==> config.mk <==
export PLATFORM = sky130hd
export DESIGN_NAME = drdy_pair_latch
export DESIGN_NICKNAME = d
export VERILOG_FILES = /design/src/rtl/drl_pkg.sv /design/src/rtl/drl_capture.sv /design/src/rtl/drl_hold.sv /design/src/rtl/drl_pin.sv /design/src/rtl/drdy_pair_latch.sv
export SDC_FILE = /design/constraint.sdc
export NUM_CORES = 1
export LEC_CHECK = 0
export CORE_MARGIN = 1.5
export CORE_UTILIZATION = 24
export DETAILED_ROUTE_END_ITERATION = 7
export DONT_BUFFER_PORTS = 1
export PLACE_DENSITY = 0.37
export SYNTH_ARGS = -nofsm -noshare
export SYNTH_HDL_FRONTEND = slang
export SYNTH_SLANG_ARGS = --single-unit
==> constraint.sdc <==
create_clock -name clk_i -period 1.1 [get_ports clk_i]
set_input_delay 0.055 -clock clk_i [delete_from_list [all_inputs] [get_ports clk_i]]
set_output_delay 0.055 -clock clk_i [all_outputs]
set_load 0.01 [all_outputs]
==> src/rtl/drl_pkg.sv <==
package drl_pkg;
  typedef enum logic [1:0] {
    DRM_PAIR = 2'b00,
    DRM_CH0  = 2'b01,
    DRM_CH1  = 2'b10,
    DRM_ANY  = 2'b11
  } drm_e;

  localparam int unsigned NCH = 2;
endpackage

==> src/rtl/drl_capture.sv <==
module drl_capture
  import drl_pkg::*;
#(
  parameter int unsigned W = 24
) (
  input  logic                     clk_i,
  input  logic                     rst_ni,
  input  logic [1:0]               mode_i,
  input  logic [NCH-1:0]           valid_i,
  input  logic [NCH-1:0][W-1:0]    data_i,
  output logic [NCH-1:0][W-1:0]    s1_o,
  output logic [NCH-1:0]           rel_o,
  output logic                     evt_o
);
  drm_e                 mode;
  logic [NCH-1:0]       got_q;
  logic                 pair_evt;

  assign mode     = drm_e'(mode_i);
  assign pair_evt = (mode == DRM_PAIR) && (&(got_q | valid_i));

  always_comb begin
    unique case (mode)
      DRM_PAIR: begin rel_o = {NCH{pair_evt}}; evt_o = pair_evt;   end
      DRM_CH0:  begin rel_o = valid_i;         evt_o = valid_i[0]; end
      DRM_CH1:  begin rel_o = valid_i;         evt_o = valid_i[1]; end
      default:  begin rel_o = valid_i;         evt_o = |valid_i;   end
    endcase
  end

  always_ff @(posedge clk_i or negedge rst_ni) begin
    if (!rst_ni) begin
      s1_o  <= '0;
      got_q <= '0;
    end else begin
      for (int c = 0; c < NCH; c++)
        if (valid_i[c]) s1_o[c] <= data_i[c];
      // arrival record only meaningful while pairing
      if (mode != DRM_PAIR || pair_evt) got_q <= '0;
      else                              got_q <= got_q | valid_i;
    end
  end

  // a complete pair never lingers unannounced
  p_pair_fires_r2: assert property (@(posedge clk_i) disable iff (!rst_ni)
    (mode == DRM_PAIR) |-> !(&got_q));
endmodule

==> src/rtl/drl_hold.sv <==
module drl_hold #(
  parameter int unsigned W = 24
) (
  input  logic         clk_i,
  input  logic         rst_ni,
  input  logic         rel_i,
  input  logic [W-1:0] s1_i,
  input  logic         start_i,
  input  logic         done_i,
  output logic [W-1:0] word_o
);
  logic pend_q, lock_q, xfer;

  // a start on this edge already freezes the word
  assign xfer = pend_q && !lock_q && !start_i;

  always_ff @(posedge clk_i or negedge rst_ni) begin
    if (!rst_ni) begin
      pend_q <= 1'b0;
      lock_q <= 1'b0;
      word_o <= '0;
    end else begin
      if (start_i)     lock_q <= 1'b1;
      else if (done_i) lock_q <= 1'b0;
      if (rel_i)       pend_q <= 1'b1;
      else if (xfer)   pend_q <= 1'b0;
      if (xfer)        word_o <= s1_i;
    end
  end

  p_hold_stable_r7: assert property (@(posedge clk_i) disable iff (!rst_ni)
    lock_q |=> $stable(word_o));

  p_change_needs_release_r8: assert property (@(posedge clk_i) disable iff (!rst_ni)
    !$stable(word_o) |-> $past(pend_q));
endmodule

==> src/rtl/drl_pin.sv <==
module drl_pin (
  input  logic clk_i,
  input  logic rst_ni,
  input  logic evt_i,
  input  logic drive_hi_i,
  output logic rdy_n_o,
  output logic rdy_oe_o
);
  logic evt_q, pulse_q;

  // two stages so the pulse lines up with the word update
  always_ff @(posedge clk_i or negedge rst_ni) begin
    if (!rst_ni) begin
      evt_q   <= 1'b0;
      pulse_q <= 1'b0;
    end else begin
      evt_q   <= evt_i;
      pulse_q <= evt_q;
    end
  end

  assign rdy_n_o  = ~pulse_q;
  assign rdy_oe_o = drive_hi_i | pulse_q;
endmodule

==> src/rtl/drdy_pair_latch.sv <==
module drdy_pair_latch
  import drl_pkg::*;
#(
  parameter int unsigned W = 24
) (
  input  logic         clk_i,
  input  logic         rst_ni,
  input  logic [1:0]   mode_i,
  input  logic         drive_hi_i,
  input  logic         ch0_valid_i,
  input  logic [W-1:0] ch0_data_i,
  input  logic         ch1_valid_i,
  input  logic [W-1:0] ch1_data_i,
  input  logic         rd_start_i,
  input  logic         rd_ch_i,
  input  logic         rd_done_i,
  output logic         rdy_n_o,
  output logic         rdy_oe_o,
  output logic [W-1:0] word0_o,
  output logic [W-1:0] word1_o
);
  logic [NCH-1:0]        valid, rel;
  logic [NCH-1:0][W-1:0] data, s1, words;
  logic                  evt;

  assign valid = {ch1_valid_i, ch0_valid_i};
  assign data  = {ch1_data_i, ch0_data_i};

  drl_capture #(.W(W)) u_capture (
    .clk_i(clk_i), .rst_ni(rst_ni), .mode_i(mode_i),
    .valid_i(valid), .data_i(data),
    .s1_o(s1), .rel_o(rel), .evt_o(evt)
  );

  for (genvar c = 0; c < NCH; c++) begin : g_hold
    drl_hold #(.W(W)) u_hold (
      .clk_i(clk_i), .rst_ni(rst_ni),
      .rel_i(rel[c]), .s1_i(s1[c]),
      .start_i(rd_start_i && (rd_ch_i == 1'(c))),
      .done_i(rd_done_i && (rd_ch_i == 1'(c))),
      .word_o(words[c])
    );
  end

  drl_pin u_pin (
    .clk_i(clk_i), .rst_ni(rst_ni), .evt_i(evt),
    .drive_hi_i(drive_hi_i), .rdy_n_o(rdy_n_o), .rdy_oe_o(rdy_oe_o)
  );

  assign word0_o = words[0];
  assign word1_o = words[1];

  // a floating line is never low
  p_float_only_high_r5: assert property (@(posedge clk_i) disable iff (!rst_ni)
    !rdy_oe_o |-> rdy_n_o);
endmodule

# [After elaboration in Yosys (flattened, before gate mapping)]
# Index checks and enable logic that the tools add are counted.
[word_totals] register_bits=104 out_inout_bits=50 word_cells=50
[op_classes] n_eq_ne=2 muxes=11 bitwise=4 n_reduce_logical=22
[op_table] operator="$reduce_bool A2 Y1" n=5
[op_table] operator="$logic_and A1 B1 Y1" n=9
[op_table] operator="$mux W1" n=8
[op_table] operator="$logic_not A1 Y1" n=4
[op_table] operator="$mux W2" n=2
[op_table] operator="$pmux W1 S3" n=1
[op_table] operator="$eq A2 B1 Y1 const B" n=1
[op_table] operator="$eq A2 B2 Y1 const B" n=1
[op_table] operator="$logic_not A2 Y1" n=1
[op_table] operator="$not A1 Y1" n=2
[op_table] operator="$or A2 B2 Y2" n=1
[op_table] operator="$reduce_and A2 Y1" n=1
[op_table] operator="$reduce_or A2 Y1" n=1
[op_table] operator="$logic_or A1 B1 Y1" n=1
[op_table] operator="$or A1 B1 Y1" n=1

# [Logic depth before layout (Yosys ltp)]
# Gate-level depths: netlist of run 1.
[depth] depth_word=6 depth_mapped=4

# [Modules after synthesis]
# From an unflattened synthesis of run 1, not the netlist that was laid out.
[unflattened] cells_unflattened=243 hier_area_um2=4177.8
[by_module_without_submodules] mod="drl_capture" n_inst=1 cells_each=121 area_each_um2=2123.3 seq_area_each_um2=1251.2
[by_module_without_submodules] mod="drl_hold" n_inst=2 cells_each=57 area_each_um2=984.7 seq_area_each_um2=650.6
[by_module_without_submodules] mod="drl_pin" n_inst=1 cells_each=4 area_each_um2=60.1 seq_area_each_um2=50.0
[by_module_without_submodules] mod="drdy_pair_latch" n_inst=1 cells_each=4 area_each_um2=25.0 seq_area_each_um2=0.0

# [Worst setup path after synthesis of run 1]
# No wires, ideal clock.
[synth_path] path_kind="register -> register" from="register g_hold[0].u_hold.lock_q" to="register g_hold[0].u_hold.word_o[10]" setup_time_ps=125 arrival_time_ps=1002 setup_slack_ps=-28 path_stages_with_launch=4 synth_period_minus_slack_ps=1128 path_cell_list="dfrtp_1 nand3b_4 buf_6 mux2_4"
[synth_between] elab_chain_cells=3
[synth_lines] element="from (decl)" line="drl_hold.sv:12" text="logic pend_q, lock_q, xfer;"
[synth_lines] element="from (signal assigned)" line="drl_hold.sv:20" text="lock_q <= 1'b0;"
[synth_lines] element="from (signal assigned)" line="drl_hold.sv:23" text="if (start_i) lock_q <= 1'b1;"
[synth_lines] element="from (signal assigned)" line="drl_hold.sv:24" text="else if (done_i) lock_q <= 1'b0;"
[synth_lines] element="$logic_not A1 Y1" line="drl_hold.sv:15" text="assign xfer = pend_q && !lock_q && !start_i;"
[synth_lines] element="$logic_and A1 B1 Y1 (2 in series)" line="drl_hold.sv:15"
[synth_lines] element="to (signal assigned)" line="drl_hold.sv:27" text="if (xfer) word_o <= s1_i;"
[synth_lines] element="to (decl)" line="drl_hold.sv:10" text="output logic [W-1:0] word_o"
# Every way passes these cells.
# A chain may end at the register's enable or synchronous reset.

# [Final worst setup path of run 1]
[layout_path] from="register g_hold[0].u_hold.pend_q" to="register g_hold[0].u_hold.word_o[2]"
[layout_between] elab_chain_cells=2
[layout_lines] element="from (decl)" line="drl_hold.sv:12"
[layout_lines] element="from (signal assigned)" line="drl_hold.sv:19" text="pend_q <= 1'b0;"
[layout_lines] element="from (signal assigned)" line="drl_hold.sv:25" text="if (rel_i) pend_q <= 1'b1;"
[layout_lines] element="from (signal assigned)" line="drl_hold.sv:26" text="else if (xfer) pend_q <= 1'b0;"
[layout_lines] element="$logic_and A1 B1 Y1 (2 in series)" line="drl_hold.sv:15"
# Every way passes these cells.

==> metrics.cfg, run 1 <==
[run_status]
status = complete, but fails checks
violations = negative hold slack, negative setup slack

[layout]
final_area_mm2 = 0.00522
n_antenna_cell = 0
nFillCells = 1565
fin_util = 0.325
area_delta_synth_final_pct = 31.0
multi_input_area_mm2 = 0.00132
final-seq-area_mm2 = 0.00260
layout_commonest_cell = dfrtp_1
drive_gt1_frac = 0.413
final_cell_mix = 104 x dfrtp_1, 75 x mux2_2, 57 x dlygate4sd3_1
final_nets = 358

[setup_path]
cp.buffers_inverters = 1
crit_slowest_cell = dfrtp_1
cp.required_ns = 1.33
reg2reg_setup_slack_ns = -0.06
ff2ff_path_depth = 3
cp_slowest_stage_delay_ns = 0.41
critical-path-top-delay-family = flip-flops
critPathLaunchType = flip-flop
cp_cell_sequence = nand3b_4 > buf_12 > mux2_2
endpoint_kind = flip-flop
r2r_start = g_hold[0].u_hold.pend_q$_DFFE_PN0P_
r2r-end = g_hold[0].u_hold.word_o[2]$_DFFE_PN0P_
worstPathMaxFanout = 18
cp-startpoint = g_hold[0].u_hold.pend_q$_DFFE_PN0P_
crit_arrival_ns = 1.39
critPathKind = reg -> reg

[pwr]
p_clk_frac = 0.324
p_leak_nw = 2.25
power_frac_comb = 0.146
p_seq_frac = 0.530
internal_power_w = 0.00778
p_per_area_mw_per_mm2 = 2010
switching_power_w = 0.00274
swShare = 0.260
irDropWorstVdd_mv = 0.754

[clock_network]
cts_setup_buffers = 0
htreeDepth = 3
clockRootBuffer = clkbuf_16
clkTransAtPathRegs_ns = 0.07
clock-sinks = 104
clock_path_buffers = 2
clk_latency_ns = 0.35
numCtsBuffers = 9
cts_tree = done

[floorplan]
dieArea_mm2 = 0.0174
die_w_um = 132
initial_core_util = 0.248
core_area_mm2 = 0.0161
ios = 108
num_rows = 46
die_h_um = 132

[logic_synthesis]
syn_area_per_cell_um2 = 17.2
synth_cell_type_count = 15
synthesis.nets = 290
netlist_instances = 232
synth_area_mm2 = 0.00399
ys_ff_latch = 104
yosysSeqAreaShare = 0.653
yosys_warnings = 0

[routing]
drt-pass1-iter-count = 4
drc = 0
first_iter_violations = 42
wl_um = 8210
wire_per_inst_um = 15.8
ant_nets = 0
routed_via_density = 4.09
vias = 2133

[placed_design]
dp_hpwl_um = 4990
place_congestion = 0.624
dpl-instance-area_mm2 = 0.00427
port-buffer-count = 0

[timing]
hold_viol = 104
worst_pin_slew_ns = 0.197
period_needed_ns = 1.16
finClkSkew_ns = 0.00468
rsz0062_at_grt = yes
holdWs_ns = -0.603
setup_violations = 48
setup_slack_ns = -0.0601
maxSlewViolCount = 0
timing.slew.headroom = 0.869
fmax_mhz = 862
period_share = 1.05

[global_route]
grt_antenna_before_repair = 0
grt_overflow = 0
grtUsageTotal = 0.0999
grt_pass1_vias = 2356
grt_max_degree = 105
grt_pass1_wl_um = 13300

[hold_path]
hp-class = in -> async

[run]
drv_cap = 0

## sequential cells by signal, indices dropped and copies added, names as in the netlist
name and cells:
g_hold.u_hold.lock_q 2, g_hold.u_hold.pend_q 2, u_pin.evt_q 1, u_pin.pulse_q 1
g_hold.u_hold.word_o 48, u_capture.s1_o 48, u_capture.got_q 2
## worst max-delay path by stage
stage	endpoint	cells past startpoint
5_1_grt	g_hold[0].u_hold.word_o[2]$_DFFE_PN0P_	3
4_1_cts	g_hold[0].u_hold.word_o[2]$_DFFE_PN0P_	3
3_5_place_dp	g_hold[0].u_hold.word_o[0]$_DFFE_PN0P_	3
6_report	g_hold[0].u_hold.word_o[2]$_DFFE_PN0P_	3
2_1_floorplan	g_hold[0].u_hold.word_o[10]$_DFFE_PN0P_	3
3_3_place_gp	g_hold[0].u_hold.word_o[1]$_DFFE_PN0P_	3
## power groups by stage
| stage | logic [W] | clock network (W) | registers, W |
|---|---|---|---|
| 6_report | 0.00154 | 0.00341 | 0.00557 |
| 4_1_cts | 0.00154 | 0.00358 | 0.00559 |
| 3_5_place_dp | 0.00130 | 0 | 0.00566 |
| 3_3_place_gp | 0.00126 | 0 | 0.00566 |
| 5_1_grt | 0.00167 | 0.00372 | 0.00570 |
| 2_1_floorplan | 0.00116 | 0 | 0.00542 |
## worst register-to-register path, delay by kind of cell (launching register included)
family                 cells  cell delay [ns]
flip-flops                 1             0.41
buffers and inverters      1             0.19
AND/OR/NAND/NOR            1             0.10
multiplexers               1             0.36
## cell type report
cell class / count / share of cell area
inverters: 2 / 0.00144
clock buffers: 11 / 0.0446
repair buffers: 67 / 0.135
flip-flops and latches: 104 / 0.498
multi-input cells: 116 / 0.253
well taps: 216 / 0.0517
clock inverters: 5 / 0.0156
## cells by family after synthesis
kind of cell | count (synthesis) | share of synthesized area
DFF | 104 | 0.653
and+or+nand+nor | 13 | 0.0235
AOI/OAI and AO/OA | 7 | 0.0141
buffers and inverters | 12 | 0.0207
muxes | 96 | 0.289
## repair_timing
action                                 CTS  global route
gates resized for setup                  4             3
setup endpoints to repair               49            51
endpoints found under the hold margin  159           105
hold buffers                            56             3
pin swaps                                1             0
## Yosys cell counts
library cell,instances,area (um^2)
dfrtp_1,104,2600
buf_6,4,45.0
mux2_4,19,285
buf_2,6,30.0
a221o_1,3,30.0
mux2_2,77,867
o221a_2,1,11.3
o21ai_0,3,15.0
nor3_1,2,10.0
nor2_1,1,3.75
nand3b_4,2,40.0
nand2_1,5,18.8
inv_1,2,7.51
or2_2,2,12.5
nand2b_2,1,8.76
## per-layer routing
| metal | track usage | up-vias | wire [um] |
|---|---|---|---|
| li1 | - | 958 | - |
| met2 | 0.149 | 79 | 3610 |
| met5 | 0 | - | 0 |
| met4 | 0.0444 | 0 | 165 |
| met3 | 0.0488 | 11 | 732 |
| met1 | 0.122 | 1085 | 3710 |
## metrics by stage
step / instances / total power, W / TNS, ns / setup WS (ns) / hold slack (ns)
6_report: 521 / 0.0105 / -1.84 / -0.0601 / -0.603
5_1_grt: 521 / 0.0111 / -4.05 / -0.107 / -0.636
4_1_cts: 518 / 0.0107 / -2.26 / -0.0683 / -0.628
3_5_place_dp: 446 / 0.00696 / -1.89 / -0.0637 / -0.238
3_3_place_gp: 446 / 0.00692 / -1.54 / -0.0683 / -0.238
2_1_floorplan: 232 / 0.00659 / -0.526 / -0.0276 / -0.241
(Power assumes the default switching activity.)
==> inputs of run 2 (changes only) <==
- PLACE_DENSITY: 0.37 -> not set
==> metrics.cfg, run 2 (same netlist as run 1, synthesis figures left out) <==
[layout]
n_antenna_cell = 0
final_nets = 353
layout_commonest_cell = dfrtp_1
drive_gt1_frac = 0.420
layoutNonFillerInstCount = 516
area_delta_synth_final_pct = 29.4
final_cell_mix = 104 x dfrtp_1, 73 x mux2_2, 54 x dlygate4sd3_1
largest_registers = g_hold.u_hold.word_o (48), u_capture.s1_o (48)
nFillCells = 1610

[pwr]
irDropWorstVdd_mv = 0.670
p_leak_nw = 2.24
power_w = 0.0103
p_per_area_mw_per_mm2 = 2000

[floorplan]
dieArea_mm2 = 0.0174
core_area_mm2 = 0.0161
die_h_um = 132
num_rows = 46
ios = 108
initial_core_util = 0.248
die_w_um = 132

[global_route]
grtUsageTotal = 0.0935
grt_max_degree = 105
grt_pass1_vias = 2335
grt_overflow = 0
grt_pass1_wl_um = 12500
grt_antenna_before_repair = 0

[setup_path]
ff2ff_path_depth = 3
reg2reg_setup_slack_ns = -0.09
cp-startpoint = g_hold[0].u_hold.pend_q$_DFFE_PN0P_
critPathKind = reg -> reg
critPathLaunchType = flip-flop
crit_arrival_ns = 1.42
r2r-end = g_hold[0].u_hold.word_o[3]$_DFFE_PN0P_
r2r_start = g_hold[0].u_hold.pend_q$_DFFE_PN0P_
endpoint_kind = flip-flop
worstPathMaxFanout = 20
cp.required_ns = 1.33

[timing]
worst_pin_slew_ns = 0.210
hold_viol = 105
setup_tns_ns = -2.17
timing.slew.headroom = 0.860
setup_violations = 45
period_share = 1.08
holdWs_ns = -0.600
maxSlewViolCount = 0
period_needed_ns = 1.19
finClkSkew_ns = 0.00445
fmax_mhz = 840
setup_slack_ns = -0.0908
rsz0062_at_grt = yes

[run_status]
status = complete, but fails checks
violations = negative hold slack, negative setup slack

[placed_design]
dp.cells = 442
dp_hpwl_um = 4810
port-buffer-count = 0
place_congestion = 0.693

[clock_network]
clock-sinks = 104
holdBufCountCts = 56
numCtsBuffers = 9
clkTransAtPathRegs_ns = 0.07
clockRootBuffer = clkbuf_16
clk_latency_ns = 0.34
clock_path_buffers = 2
htreeDepth = 3
cts_tree = done

[run]
drv_cap = 0

[routing]
drt-pass1-iter-count = 4
routed_via_density = 4.13
wl_um = 7780
first_iter_violations = 46
vias = 2131
wire_per_inst_um = 15.1
ant_nets = 0
drc = 0

[hold_path]
hp-class = in -> async

run 2: metal layers:
metal	routed length, um	vias to the layer above	track usage
met5	0	-	0
met4	103	0	0.0414
met3	672	12	0.0450
met2	3740	77	0.147
met1	3270	1098	0.108
li1	-	944	-
run 2: where the power goes:
| group | leakage [nW] | switching [W] | internal [W] |
|---|---|---|---|
| Sequential | 1.22 | 0.000889 | 0.00467 |
| Clock | 0.156 | 0.00139 | 0.00189 |
| Combinational | 0.861 | 0.000420 | 0.00109 |
run 2: area by class of cell:
class / instances / area, um^2 / share of cell area
sequential: 104 / 2600 / 0.504
tap: 216 / 270 / 0.0524
clock buffer: 11 / 253 / 0.0490
inverter: 2 / 7.51 / 0.00145
timing repair buffer: 62 / 654 / 0.127
clock inverter: 5 / 53.8 / 0.0104
multi-input combinational: 116 / 1320 / 0.256
run 2: worst max path at each step:
stage	cells past startpoint	slack, ns	to
2_1_floorplan	3	-0.03	g_hold[0].u_hold.word_o[10]$_DFFE_PN0P_
3_3_place_gp	3	-0.06	g_hold[0].u_hold.word_o[2]$_DFFE_PN0P_
3_5_place_dp	3	-0.09	g_hold[0].u_hold.word_o[2]$_DFFE_PN0P_
4_1_cts	3	-0.1	g_hold[0].u_hold.word_o[2]$_DFFE_PN0P_
5_1_grt	3	-0.13	g_hold[0].u_hold.word_o[3]$_DFFE_PN0P_
6_report	3	-0.09	g_hold[0].u_hold.word_o[3]$_DFFE_PN0P_
run 2: repair_timing:
item,CTS,global route
setup endpoints to repair,51,51
resized for setup,3,3
hold endpoints to repair,159,105
pin swaps,1,0
buffers inserted,0,2
run 2: critical path: stages (launching register included):
cell      delay [ns]
dfrtp_1         0.41
nand3b_4        0.10
buf_12          0.20
mux2_2          0.35
run 2: through the flow:
step	instance area, um^2	util	worst slack (ns)
finish	5160	0.321	-0.0908
global route	5160	0.321	-0.125
CTS	5130	0.320	-0.0985
detailed placement	4240	0.264	-0.0878
global placement	4240	0.264	-0.0617
floorplan	3990	-	-0.0276
==> inputs of run 3 (changes only) <==
- ABC_AREA: not set -> 1
- CTS_CLUSTER_DIAMETER: not set -> 120
- PLACE_DENSITY: not set -> 0.43
==> metrics.cfg, run 3 <==
[logic_synthesis]
synth.most_common_cell = nand2_1
yosysTopAreaCellShare = 0.658
syn_area_per_cell_um2 = 9.81
synth_ff_type = dfrtp_1
yosysTopAreaCell = dfrtp_1
netlist_instances = 403
yosys_warnings = 0
async_flop_share = 1.00
ys_ff_latch = 104
synthesis.nets = 461
synth_commonest_cells = 107 x nand2_1, 104 x dfrtp_1, 83 x o21ai_0
synth_edf_count = 0
synth_cell_type_count = 18
synthTopCellsByArea = dfrtp_1 66%, o21ai_0 11%, nand2_1 10%, inv_1 5.6%, o21ai_2 2.2%
yosysSeqAreaShare = 0.658
synth_area_mm2 = 0.00396

[routing]
wire_per_inst_um = 13.1
ant_nets = 0
routed_via_density = 4.03
drc = 0
drt-pass1-iter-count = 4
vias = 2728
first_iter_violations = 193
wl_um = 8840

[pwr]
irDropWorstVdd_mv = 0.679
p_seq_frac = 0.541
power_frac_comb = 0.118
p_leak_nw = 2.43
internal_power_w = 0.00698
p_per_area_mw_per_mm2 = 1900
switching_power_w = 0.00270
swShare = 0.279
p_clk_frac = 0.341

[layout]
final_area_mm2 = 0.00510
n_antenna_cell = 0
final_nets = 515
layoutNonFillerInstCount = 677
fin_util = 0.319
nFillCells = 1726
largest_registers = g_hold.u_hold.word_o (48), u_capture.s1_o (48)
area_delta_synth_final_pct = 28.9
final_cell_mix = 107 x nand2_1, 104 x dfrtp_1, 80 x o21ai_0
layout_commonest_cell = nand2_1
drive_gt1_frac = 0.0759

[setup_path]
crit_end = u_pin.evt_q$_DFF_PN0_
cp-startpoint = mode_i[0]
critPathLaunchType = input pin
endpoint_kind = flip-flop
ff2ff_path_depth = 5
cp.required_ns = 1.31
reg2reg_setup_slack_ns = 0.05
critPathKind = in -> reg
crit_arrival_ns = 1.29
r2r_start = g_hold[0].u_hold.lock_q$_DFFE_PN0P_
worstPathMaxFanout = 2
r2r-end = g_hold[0].u_hold.word_o[16]$_DFFE_PN0P_

[placed_design]
dpl-instance-area_mm2 = 0.00414
dp_hpwl_um = 5370
place_congestion = 0.691
dp.cells = 600
port-buffer-count = 0

[floorplan]
dieArea_mm2 = 0.0173
ios = 108
die_h_um = 131
core_area_mm2 = 0.0160
die_w_um = 131
num_rows = 46
initial_core_util = 0.247

[clock_network]
cts_setup_buffers = 0
numCtsBuffers = 9
clkTransAtPathRegs_ns = 0.07
htreeDepth = 3
clockRootBuffer = clkbuf_16
cts_tree = done
clock_path_buffers = 2
clock-sinks = 104
clk_latency_ns = 0.35

[timing]
hold_viol = 104
worst_pin_slew_ns = 0.315
period_share = 0.980
holdWs_ns = -0.602
rsz0062_at_grt = yes
setup_violations = 0
fmax_mhz = 927
finClkSkew_ns = 0.00521
maxSlewViolCount = 0
period_needed_ns = 1.08
timing.slew.headroom = 0.789

[run]
drv_cap = 0

[global_route]
grt_pass1_vias = 2638
grt_overflow = 0
grtUsageTotal = 0.107
grt_antenna_before_repair = 0
grt_pass1_wl_um = 14300
grt_max_degree = 105

[run_status]
violations = negative hold slack
status = complete, but fails checks

[hold_path]
hp-class = in -> async

[run 3: cell count changes after synthesis, moves of 3 or more]
cell / previous run / this run
nand2_1: 5 / 107
nand3_1: 0 / 4
a221o_1: 3 / 0
mux2_4: 19 / 0
inv_1: 2 / 59
mux2_2: 77 / 0
clkbuf_1: 0 / 8
o21ai_2: 0 / 10
o21ai_0: 3 / 83
o21ai_1: 0 / 5
[run 3: cells by family after synthesis]
logic type / synth area share
AO/OA/AOI/OAI: 0.134
buffers and inverters: 0.0895
flip-flops: 0.658
AND/OR/NAND/NOR: 0.119
[run 3: through the flow]
stage	hold slack (ns)	power (W)	setup WS, ns	setup TNS (ns)
global route	-0.628	0.0103	-0.0321	-0.234
CTS	-0.624	0.00987	0.0155	0
floorplan	-0.241	0.00596	0.0747	0
finish	-0.602	0.00968	0.0218	0
global placement	-0.238	0.00619	0.0849	0
detailed placement	-0.238	0.00625	0.0453	0
[run 3: power groups by stage]
stage               combinational [W]  sequential, W  clock, W
finish                        0.00114        0.00524   0.00330
floorplan                    0.000820        0.00514         0
detailed placement           0.000918        0.00533         0
CTS                           0.00115        0.00526   0.00345
global route                  0.00133        0.00532   0.00363
global placement             0.000875        0.00531         0
[run 3: critical path, stage by stage]
cell           delay [ns]
dlygate4sd3_1        0.55
nand2_1              0.07
dlygate4sd3_1        0.54
nand3_1              0.08
[run 3: how the worst min path moves through the flow]
stage	startpoint	to	slack, ns
finish	rst_ni	g_hold[0].u_hold.word_o[22]$_DFFE_PN0P_	-0.60
global route	rst_ni	u_capture.s1_o[22]$_DFFE_PN0P_	-0.63
CTS	rst_ni	u_capture.s1_o[41]$_DFFE_PN0P_	-0.62
detailed placement	rst_ni	u_capture.s1_o[21]$_DFFE_PN0P_	-0.24
global placement	rst_ni	g_hold[0].u_hold.word_o[21]$_DFFE_PN0P_	-0.24
floorplan	rst_ni	g_hold[0].u_hold.lock_q$_DFFE_PN0P_	-0.24
[run 3: repair_timing]
item                                    CTS  global route
endpoints found under the setup margin    1            18
hold buffers                             58             4
pin swaps                                 0             1
hold endpoints to repair                159           106
gates resized for setup                   1             5
[run 3: cell type report]
cell class / instances / area, um^2 / area share
Timing Repair Buffer: 65 / 693 / 0.136
Tap cell: 216 / 270 / 0.0530
Multi-Input combinational cell: 217 / 1000 / 0.196
Sequential cell: 104 / 2600 / 0.510
Clock inverter: 3 / 40.0 / 0.00785
Clock buffer: 12 / 267 / 0.0523
Inverter: 60 / 225 / 0.0442
[run 3: metal layers]
metal | vias up | track usage | wire (um)
li1 | 1365 | - | -
met1 | 1291 | 0.135 | 4040
met2 | 60 | 0.169 | 4210
met3 | 12 | 0.0316 | 424
met4 | 0 | 0.0506 | 165
met5 | - | 0 | 0
